`config.mk`:
```
export PLATFORM = sky130hd
export DESIGN_NAME = blk_xfer_seq
export DESIGN_NICKNAME = d
export VERILOG_FILES = /design/src/rtl/blk_xfer_pkg.sv /design/src/rtl/blk_xfer_popcnt.sv /design/src/rtl/blk_xfer_lowbit.sv /design/src/rtl/blk_xfer_addr.sv /design/src/rtl/blk_xfer_seq.sv
export SDC_FILE = /design/constraint.sdc
export NUM_CORES = 1
export LEC_CHECK = 0
export BUFFER_PORTS_ARGS = -buffer_cell sky130_fd_sc_hd__buf_4
export CORE_ASPECT_RATIO = 1.1
export CORE_MARGIN = 5
export CORE_UTILIZATION = 40
export DETAILED_ROUTE_END_ITERATION = 16
export PLACE_DENSITY = 0.64
export SLEW_MARGIN = 20
export SYNTH_ARGS = -nofsm -noshare
export SYNTH_HDL_FRONTEND = slang
export SYNTH_SLANG_ARGS = --single-unit
```
`constraint.sdc`:
```
create_clock -name clk -period 12.65 [get_ports clk]
set_clock_uncertainty 0.15 [all_clocks]
set_input_delay 1.265 -clock clk [delete_from_list [all_inputs] [get_ports clk]]
set_output_delay 1.265 -clock clk [all_outputs]
set_load 0.03 [all_outputs]
```
`src/rtl/blk_xfer_pkg.sv`:
```
package blk_xfer_pkg;
  typedef enum logic [1:0] {
    XM_INC_AFTER  = 2'd0,
    XM_INC_BEFORE = 2'd1,
    XM_DEC_AFTER  = 2'd2,
    XM_DEC_BEFORE = 2'd3
  } xfer_mode_e;
endpackage

```
`src/rtl/blk_xfer_popcnt.sv`:
```
module blk_xfer_popcnt #(
  parameter int W  = 16,
  localparam int CW = $clog2(W + 1)
) (
  input  logic [W-1:0]  vec,
  output logic [CW-1:0] cnt
);
  always_comb begin
    cnt = '0;
    for (int i = 0; i < W; i++) cnt = cnt + CW'(vec[i]);
  end
endmodule

```
`src/rtl/blk_xfer_lowbit.sv`:
```
module blk_xfer_lowbit #(
  parameter int W  = 16,
  localparam int IW = (W > 1) ? $clog2(W) : 1
) (
  input  logic [W-1:0]  vec,
  output logic [IW-1:0] idx,
  output logic          found
);
  // scan from the top so the lowest set bit wins
  always_comb begin
    found = 1'b0;
    idx   = '0;
    for (int i = W - 1; i >= 0; i--) begin
      if (vec[i]) begin
        found = 1'b1;
        idx   = IW'(i);
      end
    end
  end
endmodule

```
`src/rtl/blk_xfer_addr.sv`:
```
module blk_xfer_addr
  import blk_xfer_pkg::*;
#(
  parameter int AW    = 32,
  parameter int CW    = 5,
  parameter int BYTES = 4
) (
  input  logic [AW-1:0] base,
  input  xfer_mode_e    mode,
  input  logic [CW-1:0] cnt,
  output logic [AW-1:0] first_addr,
  output logic [AW-1:0] final_base
);
  logic [AW-1:0] span;
  logic [AW-1:0] step;

  assign step = AW'(BYTES);
  assign span = AW'(cnt) * step;

  always_comb begin
    unique case (mode)
      XM_INC_AFTER: begin
        first_addr = base;
        final_base = base + span;
      end
      XM_INC_BEFORE: begin
        first_addr = base + step;
        final_base = base + span;
      end
      XM_DEC_AFTER: begin
        first_addr = base - span + step;
        final_base = base - span;
      end
      default: begin
        first_addr = base - span;
        final_base = base - span;
      end
    endcase
  end
endmodule

```
`src/rtl/blk_xfer_seq.sv`:
```
module blk_xfer_seq
  import blk_xfer_pkg::*;
#(
  parameter int NREG  = 16,
  parameter int AW    = 32,
  parameter int DW    = 32,
  parameter int BYTES = 4,
  localparam int IW = (NREG > 1) ? $clog2(NREG) : 1,
  localparam int CW = $clog2(NREG + 1)
) (
  input  logic            clk,
  input  logic            rst,
  input  logic            start,
  input  logic [NREG-1:0] reg_mask,
  input  logic [AW-1:0]   base_in,
  input  logic            is_load,
  input  logic [1:0]      mode,
  input  logic            wb_en,
  output logic            busy,
  output logic            done,
  output logic            mem_req,
  output logic            mem_we,
  output logic [AW-1:0]   mem_addr,
  output logic [DW-1:0]   mem_wdata,
  input  logic            mem_ready,
  input  logic [DW-1:0]   mem_rdata,
  output logic [IW-1:0]   reg_idx,
  input  logic [DW-1:0]   reg_rdata,
  output logic            reg_we,
  output logic [DW-1:0]   reg_wdata,
  output logic [AW-1:0]   base_out,
  output logic            base_we
);
  // command decode (start cycle)
  logic [CW-1:0] sel_cnt;
  logic [IW-1:0] first_idx;
  logic          first_found;
  logic [AW-1:0] first_addr;
  logic [AW-1:0] final_base;

  // transfer state
  logic            busy_q;
  logic            done_q;
  logic            base_we_q;
  logic            load_q;
  logic            wb_q;
  logic [NREG-1:0] pend_q;
  logic [AW-1:0]   addr_q;
  logic [IW-1:0]   idx_q;
  logic [AW-1:0]   final_q;
  logic [AW-1:0]   base_out_q;

  // next beat
  logic [IW-1:0] nxt_idx;
  logic          nxt_found;
  logic          beat_ok;

  blk_xfer_popcnt #(.W(NREG)) u_cnt (
    .vec (reg_mask),
    .cnt (sel_cnt)
  );

  blk_xfer_lowbit #(.W(NREG)) u_first (
    .vec   (reg_mask),
    .idx   (first_idx),
    .found (first_found)
  );

  blk_xfer_lowbit #(.W(NREG)) u_next (
    .vec   (pend_q),
    .idx   (nxt_idx),
    .found (nxt_found)
  );

  blk_xfer_addr #(.AW(AW), .CW(CW), .BYTES(BYTES)) u_addr (
    .base       (base_in),
    .mode       (xfer_mode_e'(mode)),
    .cnt        (sel_cnt),
    .first_addr (first_addr),
    .final_base (final_base)
  );

  assign beat_ok = busy_q & mem_ready;

  always_ff @(posedge clk) begin
    if (rst) begin
      busy_q     <= 1'b0;
      done_q     <= 1'b0;
      base_we_q  <= 1'b0;
      load_q     <= 1'b0;
      wb_q       <= 1'b0;
      pend_q     <= '0;
      addr_q     <= '0;
      idx_q      <= '0;
      final_q    <= '0;
      base_out_q <= '0;
    end else begin
      done_q    <= 1'b0;
      base_we_q <= 1'b0;
      if (busy_q) begin
        if (beat_ok) begin
          if (nxt_found) begin
            addr_q <= addr_q + AW'(BYTES);
            idx_q  <= nxt_idx;
            pend_q <= pend_q & ~(NREG'(1) << nxt_idx);
          end else begin
            busy_q     <= 1'b0;
            done_q     <= 1'b1;
            base_we_q  <= wb_q;
            base_out_q <= final_q;
          end
        end
      end else if (start) begin
        load_q  <= is_load;
        wb_q    <= wb_en;
        final_q <= wb_en ? final_base : base_in;
        if (first_found) begin
          busy_q <= 1'b1;
          addr_q <= first_addr;
          idx_q  <= first_idx;
          pend_q <= reg_mask & ~(NREG'(1) << first_idx);
        end else begin
          done_q     <= 1'b1;
          base_out_q <= base_in;
        end
      end
    end
  end

  assign busy      = busy_q;
  assign done      = done_q;
  assign mem_req   = busy_q;
  assign mem_we    = busy_q & ~load_q;
  assign mem_addr  = addr_q;
  assign mem_wdata = reg_rdata;
  assign reg_idx   = idx_q;
  assign reg_we    = beat_ok & load_q;
  assign reg_wdata = mem_rdata;
  assign base_out  = base_out_q;
  assign base_we   = base_we_q;
endmodule

```
Yosys cells after proc, flatten, opt, wreduce, memory -nomap -nowiden
Cells that the tools add are included.
{ "totals": {"regBits": 121, "latchBits": 0, "ram_bits": 0, "mem_bits_ro": 0, "inputBits": 120, "output_inout_bits": 138, "elab_cells": 153, "mem_count": 0} }
{ "op_classes": {"add_sub_neg": 20, "mul": 0, "div_mod_pow": 0, "n_lt_le_gt_ge": 0, "eq_ne": 6, "n_shift": 2, "mux": 97, "bitwise_logic": 10, "reduce_logical": 8} }
{ "op_table": {"columns": ["op", "count"], "rows": [
  ["2-to-1 mux 32 bit", 12],
  ["2-to-1 mux 4 bit", 37],
  ["adder 32 x 3 -> 32 bit (second input constant)", 3],
  ["case mux 32 bit (3 select lines)", 1],
  ["2-to-1 mux 16 bit", 5],
  ["adder 5 x 1 -> 5 bit", 14],
  ["2-to-1 mux 1 bit", 42],
  ["adder 32 x 7 -> 32 bit", 1],
  ["bitwise AND 16 bit", 2],
  ["NOT 16 bit", 2],
  ["<< shifter 1 x 4 -> 16 bit (first input constant)", 2],
  ["subtractor 32 x 7 -> 32 bit", 1],
  ["AND reduction 4 bit", 2],
  ["!= test 2 x 1 -> 1 bit (second input constant)", 3],
  ["nonzero test 2 bit", 2],
  ["OR reduction 4 bit", 1],
  ["bitwise AND 1 bit", 3],
  ["NOT 1 bit", 3],
  ["adder 1 x 1 -> 2 bit", 1],
  ["equality test 2 x 1 -> 1 bit (second input constant)", 1],
  ["equality test 2 bit (second input constant)", 1],
  ["logical NOT 2 bit", 1],
  ["!= test 2 bit (second input constant)", 1],
  ["AND reduction 2 bit", 1],
  ["OR reduction 2 bit", 1]
]} }

Longest topological paths before layout
{ "depth": {"depth_word": 22, "ltp_mapped": 27, "depth_no_buf": 25} }

Modules after synthesis
A second synthesis with hierarchy kept.
{ "hier_totals": {"cells_unflattened": 1444, "area_unflattened_um2": 10642.7} }
{ "by_module_without_submodules": {"columns": ["module", "instances", "cells_each", "area_each_um2", "seq_area_each_um2"], "rows": [
  ["blk_xfer_seq", 1, 772, 6423.7, 2422.3],
  ["blk_xfer_addr", 1, 559, 3453.3, 0.0],
  ["blk_xfer_popcnt", 1, 47, 407.9, 0.0],
  ["blk_xfer_lowbit", 2, 33, 178.9, 0.0]
]} }

Worst setup path after synthesis
Ideal clock, no wire load.
{ "synth_timing": {"path_kind": "input-to-reg", "start": "in reg_mask[2]", "end": "reg addr_q[23] (netlist: mem_addr[23])", "setup_time_ns": 0.095, "t_arrival_ns": 7.380, "required_ns": 12.405, "path_slack_ns": 5.024, "stages": 20, "n_path_buf": 2, "cell_sequence": "clkbuf_1 -> inv_1 -> fa_1 -> fa_1 -> fa_1 -> fa_1 -> fa_1 -> fa_1 -> inv_1 -> fa_1 -> nor2_1 -> o311a_1 -> buf_2 -> nor2_1 -> xnor2_1 -> nor4_2 -> nand4_2 -> or4_1 -> and3_1 -> a221oi_1"} }
{ "synth_via": {"elab_chain_len": 20, "word_cells_on_any_way": 25, "cone_classes": "16 x add/sub; 7 x mux; 2 x reduce/logical"} }
{ "synth_lines": {"columns": ["element", "line", "text"], "rows": [
  ["start, declared", "blk_xfer_seq.sv:14", "input logic [NREG-1:0] reg_mask,"],
  ["adder 5 x 1 -> 5 bit (14 in series)", "blk_xfer_popcnt.sv:10", "for (int i = 0; i < W; i++) cnt = cnt + CW'(vec[i]);"],
  ["subtractor 32 x 7 -> 32 bit", "blk_xfer_addr.sv:31, blk_xfer_addr.sv:35", null],
  ["adder 32 x 3 -> 32 bit", "blk_xfer_addr.sv:31", "first_addr = base - span + step;"],
  ["case mux 32 bit (3 select lines)", "blk_xfer_addr.sv:21", "unique case (mode)"],
  ["2-to-1 mux 32 bit", "blk_xfer_seq.sv:117", "if (first_found) begin"],
  ["2-to-1 mux 32 bit", "blk_xfer_seq.sv:113", "end else if (start) begin"],
  ["2-to-1 mux 32 bit", "blk_xfer_seq.sv:100", "if (busy_q) begin"],
  ["end signal, assigned", "blk_xfer_seq.sv:103", "addr_q <= addr_q + AW'(BYTES);"],
  ["end signal, assigned", "blk_xfer_seq.sv:119", "addr_q <= first_addr;"],
  ["end, declared", "blk_xfer_seq.sv:48", "logic [AW-1:0] addr_q;"]
]} }
Parallel ways exist; a longest one is shown, timed or not. The select of a mux whose other input is x is not followed.
A chain may end at the register's enable or synchronous reset.

Worst setup path after layout
{ "layout_timing": {"start": "in reg_mask[0]", "end": "reg addr_q[23] (netlist: mem_addr[23])"} }
{ "layout_via": {"elab_chain_len": 21, "word_cells_on_any_way": 24, "cone_classes": "17 x add/sub; 5 x mux; 2 x reduce/logical"} }
{ "layout_lines": {"columns": ["element", "line"], "rows": [
  ["adder 1 x 1 -> 2 bit", "blk_xfer_popcnt.sv:10"],
  ["adder 5 x 1 -> 5 bit (14 in series)", "blk_xfer_popcnt.sv:10"],
  ["subtractor 32 x 7 -> 32 bit", "blk_xfer_addr.sv:31, blk_xfer_addr.sv:35"],
  ["adder 32 x 3 -> 32 bit", "blk_xfer_addr.sv:31"],
  ["case mux 32 bit (3 select lines)", "blk_xfer_addr.sv:21"],
  ["2-to-1 mux 32 bit", "blk_xfer_seq.sv:117"],
  ["2-to-1 mux 32 bit", "blk_xfer_seq.sv:113"],
  ["2-to-1 mux 32 bit", "blk_xfer_seq.sv:100"]
]} }
Parallel ways exist; a longest one is shown, timed or not. The select of a mux whose other input is x is not followed.

==> summary.md <==
| Metric | Value |
|---|---|
| Crit-path leading delay family | adder cells |
| H-tree levels | 4 |
| Main synth FF type | dfxtp_1 |
| Seq pwr share | between 20% and 30% |
| Pwr per Cell Area | 143 mW/mm^2 |
| # IOs | about 260 |
| Slew Viols, Final | 0 |
| Clock sink total | ~120 |
| Commonest non-fill, non-tap cell in the layout | nand2_1 |
| Post-DP HPWL | roughly 28 mm |
| Fin cells | roughly 1800 |
| Synthesized flop and latch total | approximately 120 |
| Initial antenna violation count | 0 |
| Endpoint class of the critical path | flop |
| CP peak stage delay | 740 ps |
| Area leader, netlist | dfxtp_1 |
| Clock Latency Late Sink | 420 ps |
| Crit path DAT | about 8400 ps |
| Core area | between 0.02 and 0.03 sq mm |
| Max_slew headroom | a little under a quarter |
| Final instance area | roughly 0.012 sq mm |
| Peak VDD IR | between 0.00009 and 0.0001 V |
| Cell Chain, Critical Path | buf_4, ha_1, inv_1, fa_1, fa_1, fa_1, fa_1, fa_1, fa_1, nor2b_1, o21a_1, ha_1, nor2_1, o311a_1, nor3_1, xnor2_1, nor4_2, nand4_2, or4_1, and3_1, a221oi_1 |
| Synth cell types | 73 |
| Drt wl/cell | approximately 21 um |
| Endpoints failing hold | 0 |
| Sequential element share of the synthesized area | 22.7% |
| Full die area | 0.0300 sq mm |
| Final Critical Period | ~8200 ps |
| CP dominant cell by count | fa_1 |
| Share of the synthesized area in the top cell type | 22.7% |
| Startpoint types | input pin |
| Worst setup margin | roughly 4400 ps |
| PortBufs | 129 |
| Required @ worst endpoint | 12830 ps |
| DR vias/cell | a little over 6 |
| Fmax | around 0.12 GHz |
| Gr ovfl total | 0 |
| First-pass GRT wire length | between 50 and 60 mm |
| Antenna viol nets, final | 0 |
| ANT cells | 0 |
| Most frequent cells in the layout | 155 x nand2_1, 154 x nor2_1, 144 x buf_4 |
| PostCTS Resize Cnt | 0 |
| Synthesis-to-layout area growth | 11.7% |
| Max clock buf depth | 2 |
| Warnings from Yosys | 0 |
| Initial Util | between 40% and 50% |
| Initial drt markers | 1165 |
| Crit path kind | input pin to flop |
| Setup TNS | 0 ps |
| Synth Cell Area | between 0.01 and 0.015 sq mm |
| Row count | 62 |
| Vert. Die Dim | around 180 um |
| Total CTS buffers | 17 |
| Overall Global Routing Usage | between 20% and 30% |
| CTS tree | done |
| Fin Hold WS | 302 ps |
| EDFF count, synth | 0 |
| Die Width | about 170 um |
| RSZ-0062 raised after global routing | false |
| CTS root buffer | clkbuf_16 |
| Sw Ratio | between 40% and 50% |
| DR vias | between 10000 and 15000 |
| Mapped Nets | ~1600 |
| Share of layout cells above drive strength 1 | between 10% and 20% |
| Logic pwr share | 45.6% |
| Vias in the first global route | around 11000 |
| DRC violations left | 0 |
| Max cap viols | 0 |
| Final setup fails | 0 |
| Net Sw Power | 733 uW |
| Worst-path cell with the longest stage delay | nor4_2 |
| LEAKAGE | 4.32 nW |
| Placement Cell Area | between 0.01 and 0.015 sq mm |
| Synthesized area per cell | between 7 and 8 sq um |
| CP max FO | 14 |
| Largest net degree at the start of global routing | between 80 and 90 |
| Status | finished clean |
| # nets final | approximately 1600 |
| Worst hold path type | flop to flop |
| Internal | roughly 1000 uW |
| Synth async-reset ratio | 0% |
| Clock power share | 28.6% |
| Clock Pin Slew Worst Setup and Hold Paths | about 70 ps |
| Post-CTS Setup Inserts | 0 |
| CTS Hold Bufs | 0 |
| Area contributors post-synth | dfxtp_1 23%, a211oi_1 5.6%, nand2_1 5.5% |
| Post-Place Cells | around 1800 |
| Final GP Congestion | roughly 0.94 |
| Initial DRT Pass Iterations | 6 |
| DRT Wirelength | around 38 mm |
| Gate Count Post-Synth | around 1500 |
| Worst Max-Slew Pin Slew | approximately 1100 ps |
| Place WS | between 4000 and 5000 ps |
| Part of the cycle the worst path needs | between 60 and 70% |
| CP bufs+invs | 2 |
## cell families (layout without fill, tap and decap cells)
| kind of cell | Yosys count | in the layout | share of synthesized area, % |
|---|---|---|---|
| buf+inv | 232 | 231 | 10.5 |
| fa+ha+maj | 34 | 34 | 4.83 |
| mux | 40 | 40 | 3.76 |
| flops | 121 | 121 | 22.7 |
| simple gates | 575 | 575 | 26.4 |
| compound gates | 412 | 412 | 25.4 |
| xor+xnor | 77 | 77 | 6.32 |
## Yosys cell counts (all sizes together) (12+ instances only)
cell / n
nand2: 155
nor2: 154
dfxtp: 121
a21oi: 101
clkbuf: 93
buf: 84
a211oi: 79
o21ai: 79
nand3: 56
inv: 55
nor3: 44
xnor2: 42
mux2i: 39
nor4: 39
xor2: 35
nand4: 25
ha: 22
a31oi: 21
and3: 21
nand2b: 17
o211ai: 16
or4: 15
o31ai: 14
fa: 12
## layout make-up
type,instances,area (sq um)
Inverter,55,206
Fill cell,2698,14300
Multi-Input combinational cell,1138,7180
Tap cell,352,440
Timing Repair Buffer,144,1080
Sequential cell,121,2430
Clock inverter,14,138
Clock buffer,18,439
## metrics by stage
step | total power [mW] | utilization (%)
finish | 1.71 | 45.4
global route | 1.80 | 45.4
global placement | 1.20 | 43.2
detailed placement | 1.21 | 43.2
CTS | 1.70 | 45.4
floorplan | 1.03 | -
## worst reg2reg max path: cells and delay by family (launching register included)
| kind | cells | cell delay, ps |
|---|---|---|
| AOI/OAI and AO/OA | 3 | 1050 |
| buffers and inverters | 3 | 1140 |
| DFF | 1 | 340 |
| and+or+nand+nor | 2 | 760 |
## state kept, by name, indices dropped and copies added (netlist names)
signal    count
base_we       1
mem_addr     32
load_q        1
done          1
reg_idx       4
base_out     32
pend_q       16
busy          1
final_q      32
wb_q          1
## final timing paths
check | from | end | slack (ps) | depth (start not counted)
worst min-delay path | final_q[0] | final_q[0] | 300 | 2
worst max register to register | busy | pend_q[4] | 9120 | 8
worst max-delay path | reg_mask[0] | mem_addr[23] | 4440 | 21
worst min register to register | final_q[0] | final_q[0] | 300 | 2
## layer usage
layer  global-route usage (%)  up-vias  part of all wire [%]
met3                     3.61      103                   5.3
met1                     28.8     5349                    41
li1                         -     5337                     -
met4                     10.6        0                   3.9
met2                     41.9      430                    50
met5                        0        -                     0
## power by group through the flow
stage                     clock, mW  combinational (mW)  sequential [mW]
final                         0.489               0.779            0.441
after global routing          0.512               0.845            0.446
after CTS                     0.496               0.768            0.441
after detailed placement          0               0.764            0.449
after global placement            0               0.754            0.449
after floorplan                   0               0.556            0.476
(Power assumes the default switching activity.)
